==> src/rtl/llsc_resv_monitor.sv <==
module llsc_resv_monitor #(
  parameter int N_CPU = 4,
  parameter int AW    = 4,
  parameter int DW    = 16,
  parameter int IDW   = (N_CPU > 1) ? $clog2(N_CPU) : 1
) (
  input  logic             clk,
  input  logic             rst_n,
  input  logic             req_valid,
  input  logic [IDW-1:0]   req_id,
  input  logic [1:0]       req_op,
  input  logic [AW-1:0]    req_addr,
  input  logic [DW-1:0]    req_wdata,
  input  logic             inval_valid,
  input  logic [AW-1:0]    inval_addr,
  input  logic             evict_valid,
  input  logic [AW-1:0]    evict_addr,
  input  logic [N_CPU-1:0] ctx_sw,
  output logic             rsp_valid,
  output logic             rsp_ok,
  output logic [DW-1:0]    rsp_rdata
);
  localparam int DEPTH = 1 << AW;
  localparam logic [1:0] OP_LD = 2'd0, OP_ST = 2'd1, OP_LL = 2'd2, OP_SC = 2'd3;

  logic [DW-1:0]    mem [DEPTH];
  logic [N_CPU-1:0] resv_v, resv_v_n, kill;
  logic [AW-1:0]    resv_a   [N_CPU];
  logic [AW-1:0]    resv_a_n [N_CPU];

  logic is_sc, sc_pass, mem_we, ll_block;

  always_comb
    for (int i = 0; i < N_CPU; i++)
      kill[i] = ctx_sw[i] ||
                (inval_valid && inval_addr == resv_a[i]) ||
                (evict_valid && evict_addr == resv_a[i]);

  assign is_sc    = req_valid && req_op == OP_SC;
  assign sc_pass  = is_sc && resv_v[req_id] && resv_a[req_id] == req_addr && !kill[req_id];
  assign mem_we   = req_valid && (req_op == OP_ST || sc_pass);
  assign ll_block = (inval_valid && inval_addr == req_addr) ||
                    (evict_valid && evict_addr == req_addr);

  always_comb
    for (int i = 0; i < N_CPU; i++) begin
      resv_v_n[i] = resv_v[i];
      resv_a_n[i] = resv_a[i];
      if (req_valid && req_id == IDW'(i) && req_op == OP_LL) begin
        resv_v_n[i] = !(ctx_sw[i] || ll_block);
        resv_a_n[i] = req_addr;
      end else if (req_valid && req_id == IDW'(i) && req_op == OP_SC)
        resv_v_n[i] = 1'b0;
      else if (kill[i])
        resv_v_n[i] = 1'b0;
      else if (mem_we && req_id != IDW'(i) && resv_a[i] == req_addr)
        resv_v_n[i] = 1'b0;
    end

  always_ff @(posedge clk) begin
    if (!rst_n) begin
      resv_v <= '0;
      for (int i = 0; i < N_CPU; i++) resv_a[i] <= '0;
    end else begin
      resv_v <= resv_v_n;
      for (int i = 0; i < N_CPU; i++) resv_a[i] <= resv_a_n[i];
    end
  end

  always_ff @(posedge clk) begin
    if (!rst_n) begin
      for (int w = 0; w < DEPTH; w++) mem[w] <= '0;
    end else if (mem_we) begin
      mem[req_addr] <= req_wdata;
    end
  end

  always_ff @(posedge clk) begin
    if (!rst_n) begin
      rsp_valid <= 1'b0;
      rsp_ok    <= 1'b0;
      rsp_rdata <= '0;
    end else begin
      rsp_valid <= req_valid;
      rsp_ok    <= sc_pass;
      rsp_rdata <= (req_valid && (req_op == OP_LD || req_op == OP_LL)) ? mem[req_addr] : '0;
    end
  end
endmodule


==> config.mk <==
export PLATFORM = sky130hd
export DESIGN_NAME = llsc_resv_monitor
export DESIGN_NICKNAME = d
export VERILOG_FILES = /design/src/rtl/llsc_resv_monitor.sv
export SDC_FILE = /design/constraint.sdc
export NUM_CORES = 1
export LEC_CHECK = 0
export ABC_AREA = 1
export BUFFER_PORTS_ARGS = -buffer_cell sky130_fd_sc_hd__buf_2
export CAP_MARGIN = 0
export CORE_ASPECT_RATIO = 2
export CORE_MARGIN = 10
export CORE_UTILIZATION = 30
export CTS_BUF_LIST = sky130_fd_sc_hd__clkbuf_8
export DETAILED_ROUTE_END_ITERATION = 6
export GPL_TIMING_DRIVEN = 0
export PLACE_DENSITY_LB_ADDON = 0.12
export REMOVE_ABC_BUFFERS = 1
export SLEW_MARGIN = 20
export SYNTH_ARGS = -nofsm -noshare
export SYNTH_HDL_FRONTEND = slang
export SYNTH_SLANG_ARGS = --single-unit
==> constraint.sdc <==
create_clock -name clk -period 5 [get_ports clk]
set_input_delay 0.25 -clock clk [delete_from_list [all_inputs] [get_ports clk]]
set_output_delay 0.25 -clock clk [all_outputs]
set_load 0.01 [all_outputs]
==> reports/qor.yml, run 1 <==
status: "complete, no violations"
cts_buffers: 46
holdWs_ps: 33.44
setup_viol: 0
core_um2: 44190
grt_first_pass_wirelength_um: 70470
grt_pass1_vias: 10450
initial_core_util: 0.3034
grt_overflow: 0
max_slew_margin: 0.2897
route.detailed.drc: 0
pwr_density_cell_nw_per_um2: 343.5
cts.sinks: 294
insertion_delay_ps: 590
fin_skew_ps: 22.78
cts_max_path_buffers: 3
worstSetupPathType: "register to register"
layout_common_cells: "297 x nor2_1, 256 x edfxtp_1, 253 x nand2_1"
rsz0062_at_grt: "false"
gp_congestion: 0.9261
synth_cell_types: 37
arrival_ps: 4800
worstPathRequired_ps: 5200
fp.dieW_um: 169.5
comb_power_share: 0.088
setup_ws_ps: 399.3
cts_root_buffer: "clkbuf_8"
synth_edf_count: 256
cp-start-kind: "register"
grt_max_degree: 45
cts_max_level: 2
dp_slack_ps: 72.22
p_int_mw: 3.813
synth_cells: 1349
synth_async_sr_flop_share: 0
drive_gt1_frac: 0.1104
routedWlPerCell_um: 24.39
die-area_um2: 54050
grt_util_all_layers: 0.1747
hpwl_um: 31430
hold_violations: 0
yosysSeqAreaShare: 0.6302
drt_wl_total_um: 48020
final_common_cell: "nor2_1"
avgSynthCellArea_um2: 9.937
syn_to_final_growth_pct: 12.61
synth_warnings: 0
drt-pass1-iter-count: 7
via_per_inst: 5.203
nNetsFinal: 1418
drv_cap: 0
tightest_slew_ps: 1063
clockPowerShare: 0.369
clk_pin_slew_worst_paths_ps: 60
numPortBuffers: 58
drt-initial-drc-count: 903
cts_tree: "yes"
slew_violations: 0
power.switching_mw: 1.372
drtAntennaViolNets: 0
netlist_area_um2: 13410
irDropWorstVdd_mv: 0.1771
vias: 10250
pwr-share-seq: 0.543
fp.dieH_um: 318.9
cts_resized: 0
rows: 109
fin_crit_sh: 0.9201
fin_crit_ps: 4601
fmax_mhz: 217.4
critPathCaptureType: "register"
antenna_found_initial: 1
io_pins: 59
hp-class: "input port to register"
ys_ff_latch: 294
switching_share: 0.2647
setup_tns_ps: 0
synth-main-ff-cell: "edfxtp_1"
leakagePower_nw: 5.653
critPathMaxFanout: 17
## worst paths after layout
path	from	endpoint	slack, ps	cells after the start
setup / recovery	resv_a[2][1]	mem[14][2]	400	12
hold reg to reg	resv_v[0]	resv_v[0]	560	4
hold / removal	ctx_sw[1]	resv_v[1]	30	4
setup reg to reg	resv_a[2][1]	mem[14][2]	400	12
## registers in the layout, indices dropped and copies added, names as in the netlist
register	cells
mem	256
resv_a	16
rsp_ok	1
rsp_valid	1
rsp_rdata	16
resv_v	4
## synthesized netlist by cell type (10+ instances only)
library cell | number | area share
nand2_1 | 253 | 0.071
a41oi_1 | 16 | 0.010
nand3_1 | 153 | 0.057
nor2_1 | 302 | 0.085
o22ai_1 | 10 | 0.0047
edfxtp_1 | 256 | 0.57
dfxtp_1 | 38 | 0.057
o21ai_0 | 39 | 0.015
inv_1 | 57 | 0.016
a21oi_1 | 24 | 0.0090
clkbuf_1 | 67 | 0.019
a22oi_1 | 64 | 0.036
## power groups by stage
stage,registers [mW],logic [mW],clock network (mW)
floorplan,2.86,0.235,0
global placement,2.87,0.449,0
detailed placement,2.87,0.463,0
CTS,2.82,0.466,1.96
global route,2.83,0.498,2.04
finish,2.82,0.457,1.91
## area by class of cell
type                    instances  area, um2
repair buffers                 70      540.5
inverters                      60      232.7
well taps                     555      694.4
clock buffers                  50      688.2
diodes                          1      2.502
multi-input cells             905       4352
fillers                      4545      29090
clock inverters                34      137.6
flip-flops and latches        294       8448
## logic make-up (layout without fill, tap and decap cells)
logic type	Yosys count	in the layout	synth area share
AOI/OAI and AO/OA	165	165	0.08195
and+or+nand+nor	734	734	0.2347
DFF	294	294	0.6302
buffers and inverters	150	214	0.04919
other	0	1	0
xor gates and xnor gates	6	6	0.003921
## stage by stage
stage,power [mW],instance area (um2),cells,util
6_report,5.185,15100,1969,0.3416
5_1_grt,5.366,15100,1969,0.3416
4_1_cts,5.246,15090,1968,0.3416
3_5_place_dp,3.332,14250,1882,0.3224
3_3_place_gp,3.314,13960,1872,0.3158
2_1_floorplan,3.093,12970,1259,-
## worst max-delay path, stage by stage (launching register included)
cell     delay (ps)
dfxtp_1         570
nand2_1         100
nand2_1          70
nor2_1           40
nand3_1         210
nand3_1         190
nand2_1          90
nand2_1          50
nor2_1           80
nand2_1         150
a21oi_4         860
nand3_2         760
nand2_1        1030
## per-layer routing
| metal | share of wire | vias to the layer above | global-route usage |
|---|---|---|---|
| met5 | 0 | - | 0 |
| met4 | 0.045 | 0 | 0.08277 |
| met3 | 0.042 | 108 | 0.02094 |
| met2 | 0.55 | 321 | 0.3286 |
| met1 | 0.36 | 5082 | 0.1863 |
| li1 | - | 4734 | - |
## repair_timing
action	in CTS	in global routing
hold buffers	2	0
hold endpoints to repair	2	0
buffers inserted	0	0
Note: power is estimated with default switching activity, not from simulation.
==> run 2, diff against run 1 <==
CORE_ASPECT_RATIO = 1.4   (was 2)
==> run 2 against run 1 <==
Critical path depth did not move. Utilization rose by 0.23 points. Via count fell by 1.6%. Worst setup slack improved by 210 ps.
==> reports/qor.yml, run 2 (synthesis results as in run 1) <==
fin_crit_ps: 4388  # -212.8 ps
drt-pass1-iter-count: 5  # -2
irDropWorstVdd_mv: 0.1649  # -6.9%
routedWlPerCell_um: 23.24  # -4.7%
cts_tree: "yes"
max_stage_delay_ps: 910  # -120 ps
top_regs: "mem (256), resv_a (16), rsp_rdata (16)"
cts_resized: 0  # unchanged
met2_usage: 0.2983  # -0.03027
grt_use_met1: 0.2039  # +0.01760
arrival_ps: 4600  # -200 ps
timing.rr.end: "mem[11][0]"
final_common_cell: "nor2_1"
fp.dieW_um: 198.7  # +17%
pwr_density_cell_nw_per_um2: 355.3  # +3.4%
nNetsFinal: 1422  # +0.28%
r2r-start: "resv_a[2][3]"
ff2ff_path_depth: 12  # unchanged
grt_overflow: 0  # unchanged
top_usage_layer: "met2"
status: "complete, no violations"
largest_register_ffs: 256  # unchanged
gp_congestion: 0.8990  # -2.9%
max_slew_margin: 0.2669  # -0.02280
fill_cells: 4563  # +0.40%
core_um2: 44180  # about the same
clk_pin_slew_worst_paths_ps: 60  # about the same
worstPathRequired_ps: 5210  # about the same
syn_to_final_growth_pct: 13.33
cts.sinks: 294  # unchanged
fin_cells: 1980  # +0.56%
cp-start-kind: "register"
r2r_setup_slack_ps: 610  # +210 ps
fin_crit_sh: 0.8776  # -0.04255
numPortBuffers: 58  # unchanged
insertion_delay_ps: 600  # about the same
dp.cells: 1886  # +0.21%
fp.dieH_um: 270.1  # -15%
fin_skew_ps: 18.13  # -4.656 ps
drt-initial-drc-count: 806  # -11%
min_from: "ctx_sw[2]"
cts_max_path_buffers: 3  # unchanged
grt_util_all_layers: 0.1707  # -0.004020
cts_root_buffer: "clkbuf_8"
antenna_found_initial: 1  # unchanged
whs_endpoint: "resv_v[2]"
hold_violations: 0  # unchanged
critPathCaptureType: "register"
min_delay_path_depth: 4  # unchanged
critPathMaxFanout: 17  # unchanged
worstSetupPathType: "register to register"
holdWs_ps: 52.37  # +18.93 ps
fmax_mhz: 227.9  # +4.8%
grt_use_met3: 0.02680  # +0.005861
grt_max_degree: 55  # +22%
setup_tns_ps: 0  # unchanged
crit_buf_inv: 1  # +1
die-area_um2: 53660  # -0.73%
rsz0062_at_grt: "false"
power_mw: 5.397  # +4.1%
vias: 10080  # -1.6%
initial_core_util: 0.3034  # about the same
crit_path_cell_trace: "inv_1 > o21ai_0 > nor2_1 > nand2_1 > nand3_1 > nand2_1 > nand2_1 > nor2_1 > nand2_1 > a21oi_4 > nand3_2 > nand2_1"
grt_first_pass_wirelength_um: 67570  # -4.1%
grt_pass1_vias: 10120  # -3.2%
route.detailed.drc: 0  # unchanged
cts_buffers: 49  # +6.5%
drtAntennaViolNets: 0  # unchanged
drt_wl_total_um: 46010  # -4.2%
slew_violations: 0  # unchanged
leakagePower_nw: 5.722  # +1.2%
tightest_slew_ps: 1097  # +34.32 ps
via_per_inst: 5.090  # -2.2%
crit_top_cell: "nand2_1"
io_pins: 59  # unchanged
cpMaxStageDelayCell: "a21oi_4"
drive_gt1_frac: 0.1119  # +0.001490
rows: 91  # -17%
drv_cap: 0  # unchanged
regMostFlops: "mem"
hp-class: "input port to register"
crit_family: "simple AND/OR/NAND/NOR gates"
layout_common_cells: "297 x nor2_1, 256 x edfxtp_1, 253 x nand2_1"
hpwl_um: 29580  # -5.9%
setup_viol: 0  # unchanged
cts_max_level: 2  # unchanged
-- run 2: stage by stage --
| stage | util | area, um2 | setup slack (ps) |
|---|---|---|---|
| floorplan | - | 12970 | -268.8 |
| global placement | 0.3160 | 13960 | -5958 |
| detailed placement | 0.3219 | 14220 | 293.7 |
| CTS | 0.3438 | 15190 | 527.1 |
| global route | 0.3439 | 15190 | 344.1 |
| finish | 0.3439 | 15190 | 612.1 |
-- run 2: worst reg2reg max path, delay by kind of cell (launching register included) --
family / cells / cell delay [ps]
AOI/OAI and AO/OA: 2 / 1110
and+or+nand+nor: 9 / 2390
DFF: 1 / 420
buffers and inverters: 1 / 100
-- run 2: where the power goes --
group / switching (mW) / internal (mW)
Combinational: 0.353 / 0.112
Clock: 1.01 / 1.11
Sequential: 0.0356 / 2.78
Total: 1.40 / 4.00
-- run 2: how the worst max path moves through the flow --
stage | startpoint | end | slack, ps | cells after the start
4_1_cts | resv_a[2][3] | mem[11][0] | 530 | 12
3_5_place_dp | req_id[1] | mem[11][15] | 290 | 15
3_3_place_gp | req_addr[1] | mem[14][15] | -5960 | 5
6_report | resv_a[2][3] | mem[11][0] | 610 | 12
2_1_floorplan | req_addr[1] | mem[14][0] | -270 | 4
5_1_grt | resv_a[0][3] | mem[13][1] | 340 | 12
-- run 2: routing by layer --
metal  vias up  wire length, um
li1       4745                -
met1      4991            18710
met2       262            23430
met3        81             2226
met4         0             1641
met5         -                0
-- run 2: layout make-up --
cell class / instances / area [um2] / share of cell area
clock buffers: 55 / 757.0 / 0.04983
repair buffers: 71 / 534.3 / 0.03517
well taps: 558 / 698.2 / 0.04596
multi-input cells: 905 / 4325 / 0.2847
inverters: 60 / 232.7 / 0.01532
diodes: 1 / 2.502 / 0.0001647
clock inverters: 36 / 193.9 / 0.01277
flip-flops and latches: 294 / 8448 / 0.5561
-- run 2: what timing repair did --
action                                 4_1_cts  5_1_grt
hold buffers                                 2        0
buffers inserted                             0        0
endpoints found under the hold margin        2        0
==> run 3, diff against run 2 <==
GPL_ROUTABILITY_DRIVEN = 0   (was unset)
GPL_TIMING_DRIVEN = 1   (was 0)
PLACE_DENSITY_LB_ADDON = unset   (was 0.12)
==> run 3 against run 2 <==
Total power decreased by 3.4%. Critical path depth unchanged. Highest routed layer unchanged. Sequential power about the same. Largest power group unchanged. Cell count unchanged. Sequential cell count unchanged. Count of clock-buffer cells in the layout decreased by 5. Via count increased by 3.2%.
==> reports/qor.yml, run 3 (synthesis results as in run 1) <==
setup_ws_ps: 1331  # +718.7 ps
fill_cells: 4518  # -0.99%
post_cts_buffers: 0  # unchanged
irDropWorstVdd_mv: 0.1341  # -19%
pwr_density_cell_nw_per_um2: 347.2  # -2.3%
cts_buffers: 47  # -4.1%
rsz0062_at_grt: "false"
routedWlPerCell_um: 20.82  # -10%
fp.dieH_um: 270.1  # unchanged
fin_crit_sh: 0.7338  # -0.1437
endpoint: "mem[0][13]"
grt_max_degree: 77  # +40%
grt_first_pass_wirelength_um: 61610  # -8.8%
r2r_setup_slack_ps: 1330  # +720 ps
cts_resized: 0  # unchanged
hold_buffers: 4  # +2
cts_max_level: 2  # unchanged
critPathMaxFanout: 17  # unchanged
pwr-share-seq: 0.541  # +0.019
grt_overflow: 0  # unchanged
hpwl_um: 26950  # -8.9%
worstPathRequired_ps: 5210  # about the same
power_mw: 5.214  # -3.4%
fin_skew_ps: 34.11  # +15.98 ps
hold_violations: 0  # unchanged
slew_violations: 0  # unchanged
rows: 91  # unchanged
clk_pin_slew_worst_paths_ps: 60  # about the same
multiInputGateArea_um2: 4320  # -0.12%
hp-class: "input port to register"
antenna_found_initial: 1  # unchanged
status: "complete, no violations"
critPathCaptureType: "register"
ff2ff_path_depth: 12  # unchanged
cts.sinks: 294  # unchanged
power.switching_mw: 1.346  # -3.7%
worstSetupPathType: "register to register"
tightest_slew_ps: 1038  # -59.17 ps
cp-start-kind: "register"
io_pins: 59  # unchanged
dp_slack_ps: 1262  # +968.5 ps
final_common_cell: "nor2_1"
arrival_ps: 3880  # -720 ps
timing.rr.end: "mem[0][13]"
fin_util: 0.3400  # -0.003880
register_area_um2: 8448  # unchanged
regMostFlops: "mem"
drv_cap: 0  # unchanged
leakagePower_nw: 5.651  # -1.3%
drt_wl_total_um: 41220  # -10%
route.detailed.drc: 0  # unchanged
cts_max_path_buffers: 3  # unchanged
via_per_inst: 5.254  # +3.2%
drt-pass1-iter-count: 6  # +1
initial_core_util: 0.3034  # unchanged
cts_root_buffer: "clkbuf_8"
vias: 10400  # +3.2%
switching_share: 0.2581  # -0.0009259
syn_to_final_growth_pct: 12.05
setup_viol: 0  # unchanged
top_regs: "mem (256), resv_a (16), rsp_rdata (16)"
layout_common_cells: "297 x nor2_1, 256 x edfxtp_1, 253 x nand2_1"
drtAntennaViolNets: 0  # unchanged
fmax_mhz: 272.5  # +20%
insertion_delay_ps: 620  # +20 ps
grt_util_all_layers: 0.1498  # -0.02088
fp.dieW_um: 198.7  # unchanged
fin_crit_ps: 3669  # -718.7 ps
cts_tree: "yes"
comb_power_share: 0.083  # -0.003
drt-initial-drc-count: 961  # +19%
p_int_mw: 3.869  # -3.3%
max_slew_margin: 0.3027  # +0.03575
min_from: "req_valid"
grt_pass1_vias: 10440  # +3.2%
numPortBuffers: 58  # unchanged
die-area_um2: 53660  # unchanged
drive_gt1_frac: 0.1161  # +0.004222
largest_register_ffs: 256  # unchanged
core_um2: 44180  # unchanged
crit_start: "resv_a[0][1]"
r2r-start: "resv_a[0][1]"
clockPowerShare: 0.376  # -0.016
nNetsFinal: 1427  # +0.35%
## run 3: changes by cell type in the layout (fill, tap and decap cells not counted), moves of 2 or more
cell           delta
clkinv_2          +4
clkinv_1          -2
inv_2             +3
inv_1             -7
buf_4            +16
dlygate4sd3_1     +2
buf_12            -4
clkbuf_8          -5
inv_6             +2
inv_4             -3
buf_16            -4
buf_6             -3
## run 3: worst max-delay path, stage by stage (launching register included)
cell      delay, ps
dfxtp_1         530
nand2_1          90
nand2_1          70
nor2_1           40
nand3_1         140
nand3_1         120
nand2_1          80
nand2_1          50
nor2_1           80
nand2_1         130
a21oi_4         780
nand3b_2        490
nand2_1         660
## run 3: metrics by stage
stage | setup TNS [ps] | area [um2] | instances | hold WS, ps
final | 0 | 15020 | 1980 | 43.49
after global routing | 0 | 15020 | 1980 | 61.90
after CTS | 0 | 15020 | 1979 | 13.87
after detailed placement | 0 | 14100 | 1891 | 581.4
after global placement | 0 | 14100 | 1891 | 571.6
after floorplan | -6385 | 12970 | 1259 | 388.4
## run 3: power by group through the flow
| stage | Sequential [mW] | Combinational (mW) | Clock, mW |
|---|---|---|---|
| global route | 2.83 | 0.466 | 2.09 |
| floorplan | 2.86 | 0.235 | 0 |
| finish | 2.82 | 0.433 | 1.96 |
| detailed placement | 2.87 | 0.428 | 0 |
| global placement | 2.87 | 0.425 | 0 |
| CTS | 2.82 | 0.431 | 1.99 |
## run 3: worst min path at each step
stage,to,slack (ps),depth (start not counted)
2_1_floorplan,resv_a[0][0],390,2
3_3_place_gp,resv_v[2],570,4
3_5_place_dp,resv_v[2],580,4
4_1_cts,resv_v[1],10,4
5_1_grt,rsp_valid,60,3
6_report,resv_v[1],40,4
## run 3: final cells by class
cell class,count,share of cell area
tap,558,0.04648
antenna,1,0.0001666
timing repair buffer,78,0.02999
inverter,60,0.01499
multi-input combinational,905,0.2876
clock inverter,34,0.01249
sequential,294,0.5624
clock buffer,50,0.04581
## run 3: routing by layer
layer  up-vias  global-route usage  share of wire
met3       119             0.02780          0.084
met5         -                   0              0
met2       536              0.2540           0.49
met4         0             0.07426          0.048
li1       4758                   -              -
met1      4989              0.1770           0.37
